--- config.mk ---
export PLATFORM = sky130hd
export DESIGN_NAME = cart_xfer_ctrl
export DESIGN_NICKNAME = d
export VERILOG_FILES = /design/src/rtl/cxfer_pkg.sv /design/src/rtl/xfer_size_dec.sv /design/src/rtl/xfer_pacer.sv /design/src/rtl/rom_word_fetch.sv /design/src/rtl/cart_xfer_ctrl.sv
export SDC_FILE = /design/constraint.sdc
export NUM_CORES = 1
export LEC_CHECK = 0
export BUFFER_PORTS_ARGS = -buffer_cell sky130_fd_sc_hd__buf_2
export CAP_MARGIN = 20
export CORE_MARGIN = 1.5
export CORE_UTILIZATION = 30
export CTS_CLUSTER_SIZE = 25
export DETAILED_ROUTE_END_ITERATION = 7
export MAX_ROUTING_LAYER = met4
export PLACE_DENSITY = 0.54
export SKIP_LAST_GASP = 1
export SLEW_MARGIN = 20
export SYNTH_ARGS = -nofsm -noshare
export SYNTH_HDL_FRONTEND = slang
export SYNTH_SLANG_ARGS = --single-unit
--- constraint.sdc ---
create_clock -name clk -period 9.35 [get_ports clk]
set_input_delay 0.935 -clock clk [delete_from_list [all_inputs] [get_ports clk]]
set_output_delay 0.935 -clock clk [all_outputs]
set_load 0.005 [all_outputs]
--- src/rtl/cxfer_pkg.sv ---
package cxfer_pkg;
    typedef enum logic [1:0] {
        ST_IDLE = 2'd0,
        ST_WAIT = 2'd1,
        ST_HOLD = 2'd2
    } xstate_e;

    localparam logic [7:0] OP_READ   = 8'hB7;
    localparam logic [7:0] OP_CHIPID = 8'hB8;
endpackage

--- src/rtl/xfer_size_dec.sv ---
module xfer_size_dec #(
    parameter int BLOCK_LOG2  = 8,
    parameter int SHORT_BYTES = 4,
    parameter int CNT_W       = BLOCK_LOG2 + 7
) (
    input  logic [2:0]       size_code,
    output logic [CNT_W-1:0] size_bytes
);
    logic [CNT_W-1:0] tbl [8];

    genvar g;
    generate
        for (g = 0; g < 8; g++) begin : g_tbl
            if (g == 0) begin : g_none
                assign tbl[g] = '0;
            end else if (g == 7) begin : g_short
                assign tbl[g] = CNT_W'(SHORT_BYTES);
            end else begin : g_pow
                assign tbl[g] = CNT_W'(1) << (BLOCK_LOG2 + g);
            end
        end
    endgenerate

    assign size_bytes = tbl[size_code];
endmodule

--- src/rtl/xfer_pacer.sv ---
module xfer_pacer #(
    parameter int LAT_W    = 13,
    parameter int FAST_CLK = 5,
    parameter int SLOW_CLK = 8,
    localparam int BT_W    = $clog2(2 * SLOW_CLK + 1),
    localparam int TIM_W   = LAT_W + 1 + BT_W
) (
    input  logic           clk,
    input  logic           rst_n,
    input  logic           load,
    input  logic           abort,
    input  logic           rate,
    input  logic           slow_owner,
    input  logic [LAT_W:0] byte_count,
    output logic           done
);
    logic [TIM_W-1:0] cnt_d, cnt_q;
    logic [BT_W-1:0]  byte_time;

    always_comb begin
        byte_time = rate ? BT_W'(SLOW_CLK) : BT_W'(FAST_CLK);
        if (slow_owner) byte_time = byte_time << 1;
        cnt_d = cnt_q;
        if (load) begin
            cnt_d = TIM_W'(byte_count) * TIM_W'(byte_time);
        end else if (abort) begin
            cnt_d = '0;
        end else if (cnt_q != '0) begin
            cnt_d = cnt_q - TIM_W'(1);
        end
    end

    always_ff @(posedge clk or negedge rst_n) begin
        if (!rst_n) cnt_q <= '0;
        else        cnt_q <= cnt_d;
    end

    assign done = (cnt_q == TIM_W'(1));

    a_r6_single_done: assert property (@(posedge clk) disable iff (!rst_n)
        (done && !load) |=> !done);
endmodule

--- src/rtl/rom_word_fetch.sv ---
module rom_word_fetch #(
    parameter int ADDR_W = 32,
    parameter int WORD_B = 4,
    localparam int IDX_W = $clog2(WORD_B)
) (
    input  logic                clk,
    input  logic                rst_n,
    input  logic                start,
    input  logic [ADDR_W-1:0]   base,
    input  logic [7:0]          rom_byte,
    output logic [ADDR_W-1:0]   rom_addr,
    output logic                rom_rd,
    output logic [8*WORD_B-1:0] word
);
    typedef struct packed {
        logic                active;
        logic [IDX_W-1:0]    idx;
        logic [ADDR_W-1:0]   base;
        logic [8*WORD_B-1:0] word;
    } fetch_t;

    fetch_t f_d, f_q;

    always_comb begin
        f_d = f_q;
        if (start) begin
            f_d.active = 1'b1;
            f_d.idx    = '0;
            f_d.base   = base;
        end else if (f_q.active) begin
            f_d.word[8*f_q.idx +: 8] = rom_byte;
            f_d.idx = f_q.idx + IDX_W'(1);
            if (f_q.idx == IDX_W'(WORD_B - 1)) f_d.active = 1'b0;
        end
    end

    always_ff @(posedge clk or negedge rst_n) begin
        if (!rst_n) f_q <= '0;
        else        f_q <= f_d;
    end

    assign rom_addr = f_q.base + ADDR_W'(f_q.idx);
    assign rom_rd   = f_q.active;
    assign word     = f_q.word;

    a_r3_fetch_ends: assert property (@(posedge clk) disable iff (!rst_n)
        (rom_rd && rom_addr == f_q.base + ADDR_W'(WORD_B - 1) && !start) |=> !rom_rd);
endmodule

--- src/rtl/cart_xfer_ctrl.sv ---
module cart_xfer_ctrl
    import cxfer_pkg::*;
#(
    parameter int          LAT_W         = 13,
    parameter int          BLOCK_LOG2    = 8,
    parameter int          SHORT_BYTES   = 4,
    parameter int          FAST_CLK      = 5,
    parameter int          SLOW_CLK      = 8,
    parameter int          FIRST_EXTRA   = 12,
    parameter int          REDIRECT_BITS = 9,
    parameter logic [31:0] SECURE_LIMIT  = 32'h0000_8000,
    parameter logic [31:0] CHIP_ID       = 32'h0000_1FC2
) (
    input  logic             clk,
    input  logic             rst_n,
    input  logic             ctl_wr,
    input  logic             ctl_start,
    input  logic [2:0]       ctl_size,
    input  logic             ctl_rate,
    input  logic [LAT_W-1:0] ctl_latency,
    input  logic [63:0]      cmd_bytes,
    input  logic             irq_en,
    input  logic             slow_owner,
    input  logic             dma_armed,
    input  logic             dma_repeat,
    input  logic             data_rd,
    output logic [31:0]      data_out,
    output logic [31:0]      rom_addr,
    output logic             rom_rd,
    input  logic [7:0]       rom_byte,
    output logic             busy,
    output logic             word_ready,
    output logic             irq,
    output logic             dma_req,
    output logic             dma_disable
);
    localparam int CNT_W  = BLOCK_LOG2 + 7;
    localparam int WORD_B = 4;

    typedef struct packed {
        xstate_e          st;
        logic             busy;
        logic             ready;
        logic [31:0]      data;
        logic [CNT_W-1:0] remain;
        logic [31:0]      addr;
        logic             rate;
        logic             irq;
        logic             dmareq;
        logic             dmadis;
    } ctl_t;

    ctl_t s_d, s_q;

    logic [CNT_W-1:0] size_bytes;
    logic             pace_load, pace_abort, pace_done;
    logic [LAT_W:0]   pace_bytes;
    logic             fetch_start;
    logic [31:0]      fetch_base;
    logic [31:0]      fetch_word;
    logic [31:0]      req_addr, start_addr;
    logic             go;

    xfer_size_dec #(.BLOCK_LOG2(BLOCK_LOG2), .SHORT_BYTES(SHORT_BYTES), .CNT_W(CNT_W)) u_size (
        .size_code (ctl_size),
        .size_bytes(size_bytes)
    );

    xfer_pacer #(.LAT_W(LAT_W), .FAST_CLK(FAST_CLK), .SLOW_CLK(SLOW_CLK)) u_pace (
        .clk       (clk),
        .rst_n     (rst_n),
        .load      (pace_load),
        .abort     (pace_abort),
        .rate      (s_d.rate),
        .slow_owner(slow_owner),
        .byte_count(pace_bytes),
        .done      (pace_done)
    );

    rom_word_fetch #(.ADDR_W(32), .WORD_B(WORD_B)) u_fetch (
        .clk     (clk),
        .rst_n   (rst_n),
        .start   (fetch_start),
        .base    (fetch_base),
        .rom_byte(rom_byte),
        .rom_addr(rom_addr),
        .rom_rd  (rom_rd),
        .word    (fetch_word)
    );

    assign go       = ctl_wr && ctl_start;
    assign req_addr = {cmd_bytes[15:8], cmd_bytes[23:16], cmd_bytes[31:24], cmd_bytes[39:32]};
    assign start_addr = (req_addr < SECURE_LIMIT)
                      ? (SECURE_LIMIT + {{(32-REDIRECT_BITS){1'b0}}, req_addr[REDIRECT_BITS-1:0]})
                      : req_addr;

    always_comb begin
        s_d         = s_q;
        s_d.irq     = 1'b0;
        s_d.dmareq  = 1'b0;
        s_d.dmadis  = 1'b0;
        pace_load   = 1'b0;
        pace_abort  = 1'b0;
        pace_bytes  = '0;
        fetch_start = 1'b0;
        fetch_base  = s_q.addr;

        if (go) begin
            pace_abort = 1'b1;
            s_d.rate   = ctl_rate;
            s_d.ready  = 1'b0;
            unique case (cmd_bytes[7:0])
                OP_READ: begin
                    s_d.addr   = start_addr;
                    s_d.remain = size_bytes;
                    if (size_bytes == '0) begin
                        s_d.busy = 1'b0;
                        s_d.st   = ST_IDLE;
                    end else begin
                        s_d.busy    = 1'b1;
                        s_d.st      = ST_WAIT;
                        pace_load   = 1'b1;
                        pace_bytes  = (LAT_W+1)'(ctl_latency) + (LAT_W+1)'(FIRST_EXTRA);
                        fetch_start = 1'b1;
                        fetch_base  = start_addr;
                    end
                end
                OP_CHIPID: begin
                    s_d.data   = CHIP_ID;
                    s_d.ready  = 1'b1;
                    s_d.busy   = 1'b1;
                    s_d.remain = '0;
                    s_d.st     = ST_HOLD;
                end
                default: begin
                    s_d.busy   = 1'b0;
                    s_d.remain = '0;
                    s_d.st     = ST_IDLE;
                end
            endcase
        end else begin
            unique case (s_q.st)
                ST_WAIT: begin
                    if (pace_done) begin
                        s_d.ready  = 1'b1;
                        s_d.data   = fetch_word;
                        s_d.remain = s_q.remain - CNT_W'(WORD_B);
                        s_d.addr   = s_q.addr + 32'(WORD_B);
                        s_d.dmareq = dma_armed;
                        if (s_q.remain == CNT_W'(WORD_B)) begin
                            s_d.irq    = irq_en;
                            s_d.dmadis = dma_armed && !dma_repeat;
                        end
                        s_d.st = ST_HOLD;
                    end
                end
                ST_HOLD: begin
                    if (data_rd) begin
                        s_d.ready = 1'b0;
                        if (s_q.remain != '0) begin
                            pace_load   = 1'b1;
                            pace_bytes  = (LAT_W+1)'(WORD_B);
                            fetch_start = 1'b1;
                            s_d.st      = ST_WAIT;
                        end else begin
                            s_d.busy = 1'b0;
                            s_d.st   = ST_IDLE;
                        end
                    end
                end
                default: ;
            endcase
        end
    end

    always_ff @(posedge clk or negedge rst_n) begin
        if (!rst_n) begin
            s_q      <= '0;
            s_q.st   <= ST_IDLE;
        end else begin
            s_q <= s_d;
        end
    end

    assign data_out    = s_q.data;
    assign busy        = s_q.busy;
    assign word_ready  = s_q.ready;
    assign irq         = s_q.irq;
    assign dma_req     = s_q.dmareq;
    assign dma_disable = s_q.dmadis;

    a_r7_ready_needs_busy: assert property (@(posedge clk) disable iff (!rst_n)
        word_ready |-> busy);
    a_r10_dma_with_arrival: assert property (@(posedge clk) disable iff (!rst_n)
        dma_req |-> $rose(word_ready));
    a_r9_irq_on_last: assert property (@(posedge clk) disable iff (!rst_n)
        irq |-> (word_ready && s_q.remain == '0));
    a_r7_read_clears: assert property (@(posedge clk) disable iff (!rst_n)
        (data_rd && word_ready && !go) |=> !word_ready);
    a_r3_word_held: assert property (@(posedge clk) disable iff (!rst_n)
        (word_ready && !data_rd && !go) |=> (word_ready && $stable(data_out)));
endmodule

==> results of run 1 <==
routing by layer:
layer / share of wire [%] / up-vias / track usage (%)
li1: - / 4985 / -
met1: 48 / 4799 / 21.5
met2: 47 / 166 / 25.3
met3: 3.1 / 31 / 2.29
met4: 1.8 / 0 / 4.79
met5: 0 / - / -
sequential cells by signal (all words and copies together), names as in the netlist, 19 cells and up:
signal	flops
u_pace.cnt_q	19
u_fetch.word	32
data_out	32
u_fetch.f_q	34
s_q	48
final timing paths:
path / startpoint / end
hold / removal: data_out[28]$_DFFE_PN0P_ / data_out[28]$_DFFE_PN0P_
min in group asynchronous: rst_n / u_fetch.f_q[35]$_DFFE_PN0N_
max in group asynchronous: rst_n / u_fetch.word[1]$_DFFE_PN0P_
setup reg to reg: s_q[38]$_DFFE_PN0P_ / u_pace.cnt_q[17]$_DFFE_PN0P_
setup / recovery: s_q[38]$_DFFE_PN0P_ / u_pace.cnt_q[17]$_DFFE_PN0P_
hold reg to reg: data_out[28]$_DFFE_PN0P_ / data_out[28]$_DFFE_PN0P_
cell usage after synthesis (5+ instances only):
master    number  area share (%)
o22ai_1       16            0.84
ha_1          45             4.7
and3_1        26             1.4
mux2i_1       37             3.1
a21o_1         8            0.50
and4_1         7            0.51
and2_1        29             1.5
o211ai_1       6            0.38
fa_1          37             6.2
or2_2          8            0.42
nand2_1      240             7.6
nand3_1       68             2.9
buf_2          6            0.25
nor2_1       101             3.2
o21ai_1       25             1.0
o21ai_0       78             3.3
buf_6          5            0.47
nor3b_1        5            0.31
a31oi_1        8            0.42
buf_4         33             2.1
nor3_1        26             1.1
nand2b_1      10            0.52
dfrtp_1      171              36
nor4_1        10            0.52
or3_1          7            0.37
inv_1         77             2.4
o21ai_2        8            0.59
a211oi_1       8            0.50
clkbuf_1      53             1.7
nand4_1       16            0.84
xor2_1        23             1.7
xnor2_1       39             2.9
a21oi_1       93             3.9
o32ai_1        5            0.37
stage by stage:
step           setup WS (ns)  hold slack, ns  power [mW]  instances
2_1_floorplan           3.47           0.440        1.74       1408
3_3_place_gp            2.56           0.451        2.00       1982
3_5_place_dp            2.52           0.451        2.02       1982
4_1_cts                 2.86           0.466        2.73       2014
5_1_grt                 2.39           0.500        2.88       2015
6_report                2.85           0.461        2.70       2015
report_power, final:
group	switching [mW]	internal [mW]	total, mW
Combinational	0.492	0.368	0.860
Clock	0.306	0.382	0.688
Sequential	0.205	0.942	1.15
Total	1.00	1.69	2.70
worst min-delay path: stages (launching register included):
cell     delay (ns)
dfrtp_1        0.34
nand2_1        0.05
nand2_1        0.05
cell families (layout without fill, tap and decap cells):
logic type / after synthesis / count (layout) / share of synthesized area (%)
fa+ha+maj: 82 / 82 / 10.9
flops: 171 / 171 / 35.9
xor+xnor: 62 / 62 / 4.56
buf+inv: 174 / 263 / 6.90
mux: 37 / 37 / 3.11
simple gates: 588 / 588 / 23.8
compound gates: 294 / 294 / 14.8
layout make-up:
class	count	area [sq um]	share of cell area, %
Clock inverter	9	88.8	0.661
Timing Repair Buffer	154	821	6.10
Tap cell	518	648	4.82
Inverter	77	289	2.15
Clock buffer	23	468	3.48
Multi-Input combinational cell	1063	6850	51.0
Sequential cell	171	4280	31.8
==> results by group, run 1 <==
Outcome
  • Status: finished clean

Drt
  • Avg WL per Cell: 15.5 um
  • Antenna viol nets, final: 0
  • Detailed Route WL: 31,200 um
  • Initial DRC count: 538
  • DRC Markers: 0
  • TritonRoute pass-1 iters: 4
  • Via count: 9,981
  • Via density: 4.95

Synthesis
  • Synth warn: 0
  • Mapped Cells: 1,408
  • Cell area after synthesis: 0.0119 sq mm
  • Sequential share of the synthesized area: 35.9%
  • Async S/R FF share, synth: 100%
  • Post-synth cell types: 70
  • Net Count, Synth: 1,588
  • #FFs+latches synth: 171
  • Syn avg cell area: 8.46 sq um
  • Main flop type after synthesis: dfrtp_1
  • EDFF count, synth: 0

Clocking
  • Hold buffer count at CTS: 0
  • Root buffer cell: clkbuf_16
  • TritonCTS buffer count: 17
  • Largest buffer count on any clock path: 2
  • Post-CTS setup buffers: 0
  • CTS-repair resized insts: 0
  • CTS tree: done
  • Worst skew pair latency: 0.45 ns
  • H-tree lvl count: 4
  • Clk pin slew, worst setup/hold paths: 0.07 ns
  • Sink Count: 171

Worst setup path
  • Worst EP required: 9.65 ns
  • Largest stage delay on the critical path: 0.68 ns
  • Worst Setup Path Type: register to register
  • Maximum fanout along the worst path: 35
  • Worst path slowest cell: nor4_1
  • R2R depth: 20
  • CP startpoint kind: register
  • Crit path DAT: 6.79 ns
  • Delay-heaviest family, CP: adder cells
  • Crit. End Element: register
  • Bufs and invs on worst path: 4
  • Register-to-Register Setup Slack: 2.85 ns
  • Cell Chain, Critical Path: inv_1, ha_1, or3b_2, nor4_1, nor3_2, buf_4, a21o_1, and2_1, fa_1, fa_1, inv_1, fa_1, inv_1, ha_1, o211ai_1, o21ai_0, o2111ai_1, a221o_1, o21ai_0, o31ai_1
  • Critical path depth in cells: 20

Timing
  • Final min period: 6.50 ns
  • Worst Clk Skew: 0.00925 ns
  • RSZ-0062 raised after global routing: no
  • Setup TNS: 0 ns
  • Slew Limit Fails: 0
  • Slew HR: 29.9%
  • Slew @ Worst Pin: 1.05 ns
  • Fmax: 0.154 GHz
  • Final cycle utilization of the critical path: 69.5%
  • Final setup vio count: 0
  • Final Hold Vio Count: 0

Die
  • Cell row count: 72
  • Die H: 202 um
  • DIE WIDTH: 202 um
  • Starting Density: 30.6%
  • Die footprint: 0.0409 sq mm
  • IO Pins: 168
  • Core Box Area: 0.0389 sq mm

Layout
  • Layout area overhead: 12.8%
  • Commonest non-fill, non-tap cell in the layout: nand2_1
  • Leading cell types in the layout, fill and taps excluded: nand2_1, dfrtp_1, buf_2, nor2_1, a21oi_1
  • Final instance area: 0.0134 sq mm
  • Fillers: 4,184
  • Diode count: 0
  • Layout cells sized above 1: 14.6%
  • NumNets Final: 1,664
  • Core Util, Final: 34.6%

GRT
  • Gr usage total: 16.1%
  • First-pass GRT wire length: 51,700 um
  • Antenna violations before repair: 1
  • Largest net degree at the start of global routing: 101
  • Vias in the first global route: 9,815
  • GR Overflow Total: 0

Flow run
  • Reported max-cap violation count: 0

Place
  • DP HPWL: 23,000 um
  • Placed Area: 0.0129 sq mm
  • Placer congestion estimate: 0.846
  • Port bufs: 143

Pwr
  • Pwr Density: 200 mW/mm^2
  • Peak VDD IR: 0.134 mV
  • Leak: 6.23 nW

Worst hold path
  • Min-delay worst type: register to register
  • Hold path depth: 2
Power figures use the tool's default switching activity.
==> inputs of run 2 (changes only) <==
==> constraint.sdc (replaced) <==
create_clock -name clk -period 6.29 [get_ports clk]
set_input_delay 0.629 -clock clk [delete_from_list [all_inputs] [get_ports clk]]
set_output_delay 0.629 -clock clk [all_outputs]
set_load 0.005 [all_outputs]
==> run 2 against run 1 <==
  * First-iteration DRC count is 6.7% lower
  * Worst hold slack worse by 0.32 ns
  * Largest cell class unchanged
  * Global-route usage is 0.12 points higher
  * Utilization is 0.26 points higher
  * Clock skew is 0.0047 ns higher
  * Sequential share of layout area is 0.24 points lower
  * Register-to-register slack worse by 2.1 ns
  * Highest routed layer unchanged
  * Critical endpoint unchanged
  * Largest power group unchanged
  * Maximum frequency is 17% higher
  * Critical path depth is 1 higher
==> results by group, run 2 (synthesis gave the netlist of run 1 again) <==
Layout
  • Leading cell types in the layout, fill and taps excluded: nand2_1, dfrtp_1, buf_2, nor2_1, a21oi_1
  • Fillers: 4,121 (-1.5%)
  • Layout area overhead: 13.7%
  • Top flop regs: s_q x48, u_fetch.f_q x34
  • Final instance area: 0.0135 sq mm (+0.75%)
  • NumNets Final: 1,669 (+0.30%)
  • Max FFs per register: 48 (unchanged)
  • Core Util, Final: 34.8% (+0.26 points)
  • Commonest non-fill, non-tap cell in the layout: nand2_1
  • Storage cell area: 0.00428 sq mm (unchanged)
  • Diode count: 0 (unchanged)
  • Layout cells sized above 1: 15.1% (+0.55 points)
  • Footprint of the multi-input gates: 0.00686 sq mm (about the same)
  • Top reg by flops: s_q

Drt
  • Via count: 10,000 (+0.62%)
  • DRC Markers: 0 (unchanged)
  • TritonRoute pass-1 iters: 5 (+1)
  • Detailed Route WL: 31,600 um (+1.0%)
  • Avg WL per Cell: 15.6 um (+0.78%)
  • Initial DRC count: 502 (-6.7%)
  • Antenna viol nets, final: 0 (unchanged)
  • Via density: 4.97 (+0.37%)

Timing
  • Slew HR: 27.0% (-2.8 points)
  • Slew Limit Fails: 0 (unchanged)
  • Final setup vio count: 0 (unchanged)
  • Fmax: 0.180 GHz (+17%)
  • Final setup margin: 0.740 ns (-2.11 ns)
  • Final Hold Vio Count: 0 (unchanged)
  • Final min period: 5.55 ns (-0.949 ns)
  • Final cycle utilization of the critical path: 88.2% (+19 points)
  • Worst Clk Skew: 0.0140 ns (+0.00474 ns)
  • Slew @ Worst Pin: 1.09 ns (+0.0426 ns)
  • RSZ-0062 raised after global routing: no
  • Setup TNS: 0 ns (unchanged)

Die
  • Die H: 202 um (unchanged)
  • Starting Density: 30.6% (unchanged)
  • Cell row count: 72 (unchanged)
  • DIE WIDTH: 202 um (unchanged)
  • IO Pins: 168 (unchanged)
  • Core Box Area: 0.0389 sq mm (unchanged)
  • Die footprint: 0.0409 sq mm (unchanged)

Pwr
  • Pwr Density: 303 mW/mm^2 (+51%)
  • Peak VDD IR: 0.215 mV (+61%)
  • Final Total Pwr: 4.11 mW (+52%)
  • Leak: 6.28 nW (+0.85%)

Worst setup path
  • Largest stage delay on the critical path: 0.54 ns (-0.14 ns)
  • CP startpoint kind: register
  • Reg2Reg Launch Point: s_q[38]$_DFFE_PN0P_
  • Bufs and invs on worst path: 5 (+1)
  • Maximum fanout along the worst path: 5 (-86%)
  • Crit path DAT: 5.83 ns (-0.96 ns)
  • Crit. End Element: register
  • R2R depth: 21 (+5.0%)
  • Worst EP required: 6.57 ns (-3.08 ns)
  • R2r endpoint: u_pace.cnt_q[17]$_DFFE_PN0P_
  • Register-to-Register Setup Slack: 0.74 ns (-2.11 ns)
  • Delay-heaviest family, CP: adder cells
  • Worst path slowest cell: fa_1
  • Worst Setup Path Type: register to register
  • Cell Chain, Critical Path: inv_1, ha_1, or3b_2, nor4_1, buf_4, nor3_2, a21o_1, and2_1, fa_1, fa_1, inv_1, fa_1, inv_1, ha_1, o211ai_1, o21ai_0, buf_4, o2111ai_1, a221o_1, o21ai_0, o31ai_1

Clocking
  • H-tree lvl count: 4 (unchanged)
  • Sink Count: 171 (unchanged)
  • Hold buffer count at CTS: 0 (unchanged)
  • Root buffer cell: clkbuf_16
  • CTS-repair resized insts: 0 (unchanged)
  • Largest buffer count on any clock path: 2 (unchanged)
  • Worst skew pair latency: 0.44 ns (about the same)
  • CTS tree: done
  • TritonCTS buffer count: 17 (unchanged)
  • Clk pin slew, worst setup/hold paths: 0.08 ns (about the same)
  • Post-CTS setup buffers: 0 (unchanged)

Place
  • Placer congestion estimate: 0.854 (+0.95%)
  • Worst slack at placement: 0.618 ns (-1.90 ns)
  • Port bufs: 143 (unchanged)
  • Placed Area: 0.0129 sq mm (+0.29%)
  • DP HPWL: 23,400 um (+1.9%)

Worst hold path
  • Min-delay worst type: input pin to async pin

GRT
  • GR Overflow Total: 0 (unchanged)
  • First-pass GRT wire length: 52,600 um (+1.8%)
  • Gr usage total: 16.2% (+0.12 points)
  • Antenna violations before repair: 1 (unchanged)
  • Vias in the first global route: 10,100 (+2.5%)
  • Largest net degree at the start of global routing: 69 (-32%)

Outcome
  • Status: finished clean

Flow run
  • Reported max-cap violation count: 0 (unchanged)
[run 2: cell types whose count changed in the layout (fill, tap and decap cells not counted), sizes merged]
cell	delta
clkbuf	-3
bufinv	+2
buf	+5
inv	+1
[run 2: metrics by stage]
| step | instances | hold slack (ns) |
|---|---|---|
| 6_report | 2020 | 0.137 |
| 5_1_grt | 2020 | 0.178 |
| 4_1_cts | 2019 | 0.148 |
| 3_5_place_dp | 1987 | 0.454 |
| 3_3_place_gp | 1987 | 0.450 |
| 2_1_floorplan | 1408 | 0.333 |
[run 2: worst max-delay path by stage]
stage,from,end,cells after the start
after floorplan,ctl_wr,u_pace.cnt_q[17]$_DFFE_PN0P_,20
after global routing,s_q[38]$_DFFE_PN0P_,u_pace.cnt_q[18]$_DFFE_PN0P_,20
after detailed placement,ctl_wr,u_pace.cnt_q[17]$_DFFE_PN0P_,18
after CTS,s_q[38]$_DFFE_PN0P_,u_pace.cnt_q[17]$_DFFE_PN0P_,21
after global placement,ctl_wr,u_pace.cnt_q[18]$_DFFE_PN0P_,18
final,s_q[38]$_DFFE_PN0P_,u_pace.cnt_q[17]$_DFFE_PN0P_,21
[run 2: cell type report]
type | instances | share of cell area (%)
Clock inverter | 12 | 1.19
Multi-Input combinational cell | 1063 | 50.6
Sequential cell | 171 | 31.6
Clock buffer | 20 | 3.37
Tap cell | 518 | 4.78
Inverter | 77 | 2.13
Timing Repair Buffer | 159 | 6.31
[run 2: layer usage]
layer | up-vias | GRT usage (%) | share of wire, %
met3 | 33 | 2.13 | 3.3
met5 | - | - | 0
met4 | 0 | 4.39 | 1.6
met1 | 4830 | 21.8 | 49
li1 | 4990 | - | -
met2 | 190 | 25.7 | 47
[run 2: where the power goes]
| part | switching, mW | total (mW) | leakage [nW] | internal, mW |
|---|---|---|---|---|
| sequential | 0.303 | 1.70 | 2.21 | 1.40 |
| combinational | 0.731 | 1.28 | 3.78 | 0.551 |
| clock | 0.469 | 1.12 | 0.294 | 0.651 |
==> inputs of run 3 (changes only) <==
--- a/config.mk
+++ b/config.mk
@@ -7,12 +7,14 @@
 export LEC_CHECK = 0
 export BUFFER_PORTS_ARGS = -buffer_cell sky130_fd_sc_hd__buf_2
 export CAP_MARGIN = 20
+export CELL_PAD_IN_SITES_DETAIL_PLACEMENT = 2
+export CELL_PAD_IN_SITES_GLOBAL_PLACEMENT = 2
 export CORE_MARGIN = 1.5
 export CORE_UTILIZATION = 30
 export CTS_CLUSTER_SIZE = 25
 export DETAILED_ROUTE_END_ITERATION = 7
 export MAX_ROUTING_LAYER = met4
-export PLACE_DENSITY = 0.54
+export PLACE_DENSITY = 0.78
 export SKIP_LAST_GASP = 1
 export SLEW_MARGIN = 20
 export SYNTH_ARGS = -nofsm -noshare
==> run 3 against run 2 <==
  * Combinational power increased by 5%
  * Maximum frequency is 1.4% lower
  * Clock power is 4% lower
  * Critical path type unchanged
  * Largest power group unchanged
  * Final area barely moved
  * Largest cell class unchanged
  * Flip-flop and latch count unchanged
==> results by group, run 3 (synthesis gave the netlist of run 1 again) <==
Worst hold path
  • Min-delay worst type: input pin to async pin

Worst setup path
  • R2r endpoint: u_pace.cnt_q[17]$_DFFE_PN0P_
  • Crit. End Element: register
  • Worst Setup Path Type: register to register
  • Register-to-Register Setup Slack: 0.66 ns (-0.08 ns)
  • R2R depth: 21 (unchanged)
  • Reg2Reg Launch Point: s_q[38]$_DFFE_PN0P_
  • Crit path DAT: 5.93 ns (+0.10 ns)
  • CP startpoint kind: register
  • Worst EP required: 6.59 ns (+0.02 ns)
  • Maximum fanout along the worst path: 5 (unchanged)
  • Crit path to: u_pace.cnt_q[17]$_DFFE_PN0P_
  • Critical Path Start: s_q[38]$_DFFE_PN0P_

Outcome
  • Status: finished clean

Clocking
  • TritonCTS buffer count: 17 (unchanged)
  • Hold buffer count at CTS: 0 (unchanged)
  • Clk pin slew, worst setup/hold paths: 0.07 ns (about the same)
  • CTS-repair resized insts: 0 (unchanged)
  • Root buffer cell: clkbuf_16
  • Worst skew pair latency: 0.45 ns (about the same)
  • Sink Count: 171 (unchanged)
  • Post-CTS setup buffers: 0 (unchanged)
  • H-tree lvl count: 4 (unchanged)
  • Largest buffer count on any clock path: 2 (unchanged)
  • CTS tree: done

GRT
  • Vias in the first global route: 11,600 (+16%)
  • Largest net degree at the start of global routing: 101 (+46%)
  • GR Overflow Total: 0 (unchanged)
  • Gr usage total: 19.7% (+3.5 points)
  • Antenna violations before repair: 1 (unchanged)
  • First-pass GRT wire length: 63,000 um (+20%)

Pwr
  • Clock network power share: 26.0% (-1.3 points)
  • Part of the power in registers: 41.6% (about the same)
  • Comb pwr share: 32.4% (+1.2 points)
  • Int Pwr: 2.55 mW (-1.9%)
  • Final Total Pwr: 4.14 mW (+0.82%)
  • Peak VDD IR: 0.199 mV (-7.7%)
  • Switching power: 1.59 mW (+5.5%)
  • Leak: 6.28 nW (about the same)
  • Switching part of the total power: 38.3% (+1.7 points)
  • Pwr Density: 305 mW/mm^2 (+0.76%)

Layout
  • Diode count: 0 (unchanged)
  • Fillers: 4,486 (+8.9%)
  • Final instance area: 0.0136 sq mm (about the same)
  • Final Non-Filler Cells: 2,022 (+0.099%)
  • Top reg by flops: s_q
  • Layout area overhead: 13.8% (about the same)
  • Leading cell types in the layout, fill and taps excluded: nand2_1, dfrtp_1, buf_2, nor2_1, a21oi_1
  • Top flop regs: s_q x48, u_fetch.f_q x34
  • Core Util, Final: 34.8% (about the same)
  • Layout cells sized above 1: 15.2% (+0.046 points)
  • Max FFs per register: 48 (unchanged)
  • Commonest non-fill, non-tap cell in the layout: nand2_1
  • NumNets Final: 1,672 (+0.18%)

Place
  • Port bufs: 143 (unchanged)
  • Worst slack at placement: 0.459 ns (-0.159 ns)
  • Dpl cells: 1,990 (+0.15%)
  • DP HPWL: 28,800 um (+23%)
  • Placer congestion estimate: 0.811 (-5.1%)
  • Placed Area: 0.0129 sq mm (+0.33%)

Die
  • Cell row count: 72 (unchanged)
  • IO Pins: 168 (unchanged)
  • Core Box Area: 0.0389 sq mm (unchanged)
  • DIE WIDTH: 202 um (unchanged)
  • Starting Density: 30.6% (unchanged)
  • Die footprint: 0.0409 sq mm (unchanged)
  • Die H: 202 um (unchanged)

Timing
  • Final setup margin: 0.660 ns (-0.0801 ns)
  • Hold Slack: 0.137 ns (-0.000228 ns)
  • RSZ-0062 raised after global routing: no
  • Fmax: 0.178 GHz (-1.4%)
  • Slew Limit Fails: 0 (unchanged)
  • Worst Clk Skew: 0.0131 ns (-0.000933 ns)
  • Final cycle utilization of the critical path: 89.5% (+1.3 points)
  • Final setup vio count: 0 (unchanged)
  • Final Hold Vio Count: 0 (unchanged)
  • Final min period: 5.63 ns (+0.0801 ns)
  • Slew HR: 30.1% (+3.1 points)
  • Setup TNS: 0 ns (unchanged)
  • Slew @ Worst Pin: 1.05 ns (-0.0463 ns)

Drt
  • Avg WL per Cell: 18.9 um (+21%)
  • TritonRoute pass-1 iters: 4 (-1)
  • Via count: 10,500 (+4.4%)
  • Antenna viol nets, final: 0 (unchanged)
  • Via density: 5.19 (+4.3%)
  • Initial DRC count: 443 (-12%)
  • DRC Markers: 0 (unchanged)
  • Detailed Route WL: 38,300 um (+21%)

Flow run
  • Reported max-cap violation count: 0 (unchanged)
## run 3: power groups by stage
| stage | logic, mW | registers (mW) | clock network [mW] |
|---|---|---|---|
| floorplan | 0.966 | 1.62 | 0 |
| global placement | 1.28 | 1.72 | 0 |
| detailed placement | 1.35 | 1.74 | 0 |
| CTS | 1.36 | 1.72 | 1.11 |
| global route | 1.52 | 1.76 | 1.14 |
| finish | 1.34 | 1.72 | 1.08 |
## run 3: cell type report
cell class | instances | area, sq um | share of cell area, %
clock inverters | 12 | 140 | 1.03
multi-input cells | 1063 | 6850 | 50.6
repair buffers | 162 | 905 | 6.67
inverters | 77 | 289 | 2.13
well taps | 518 | 648 | 4.78
clock buffers | 19 | 443 | 3.27
flip-flops and latches | 171 | 4280 | 31.6
## run 3: how the worst min path moves through the flow
stage | startpoint | endpoint | slack, ns | cells past startpoint
floorplan | rst_n | busy$_DFFE_PN0P_ | 0.33 | 0
global placement | data_out[20]$_DFFE_PN0P_ | data_out[20]$_DFFE_PN0P_ | 0.45 | 2
detailed placement | data_out[13]$_DFFE_PN0P_ | data_out[13]$_DFFE_PN0P_ | 0.46 | 2
CTS | rst_n | u_fetch.f_q[35]$_DFFE_PN0N_ | 0.15 | 1
global route | rst_n | u_fetch.f_q[36]$_DFFE_PN0N_ | 0.18 | 1
finish | rst_n | u_fetch.f_q[36]$_DFFE_PN0N_ | 0.14 | 1
## run 3: layer usage
layer | wire (um) | vias to the layer above | GRT usage (%)
met1 | 17200 | 5351 | 24.0
li1 | - | 4969 | -
met4 | 567 | 0 | 5.11
met3 | 781 | 37 | 2.02
met2 | 19800 | 129 | 34.8
met5 | 0 | - | -
## run 3: critical path, cell delays in order (launching register included)
cell and delay, ns:
dfrtp_1 0.41, inv_1 0.12, ha_1 0.22, or3b_2 0.50, nor4_1 0.19, buf_4 0.19, nor3_2 0.07, a21o_1 0.21
and2_1 0.19, fa_1 0.50, fa_1 0.55, inv_1 0.05, fa_1 0.50, inv_1 0.05, ha_1 0.35, o211ai_1 0.11
o21ai_0 0.18, buf_4 0.17, o2111ai_1 0.19, a221o_1 0.36, o21ai_0 0.25, o31ai_1 0.12
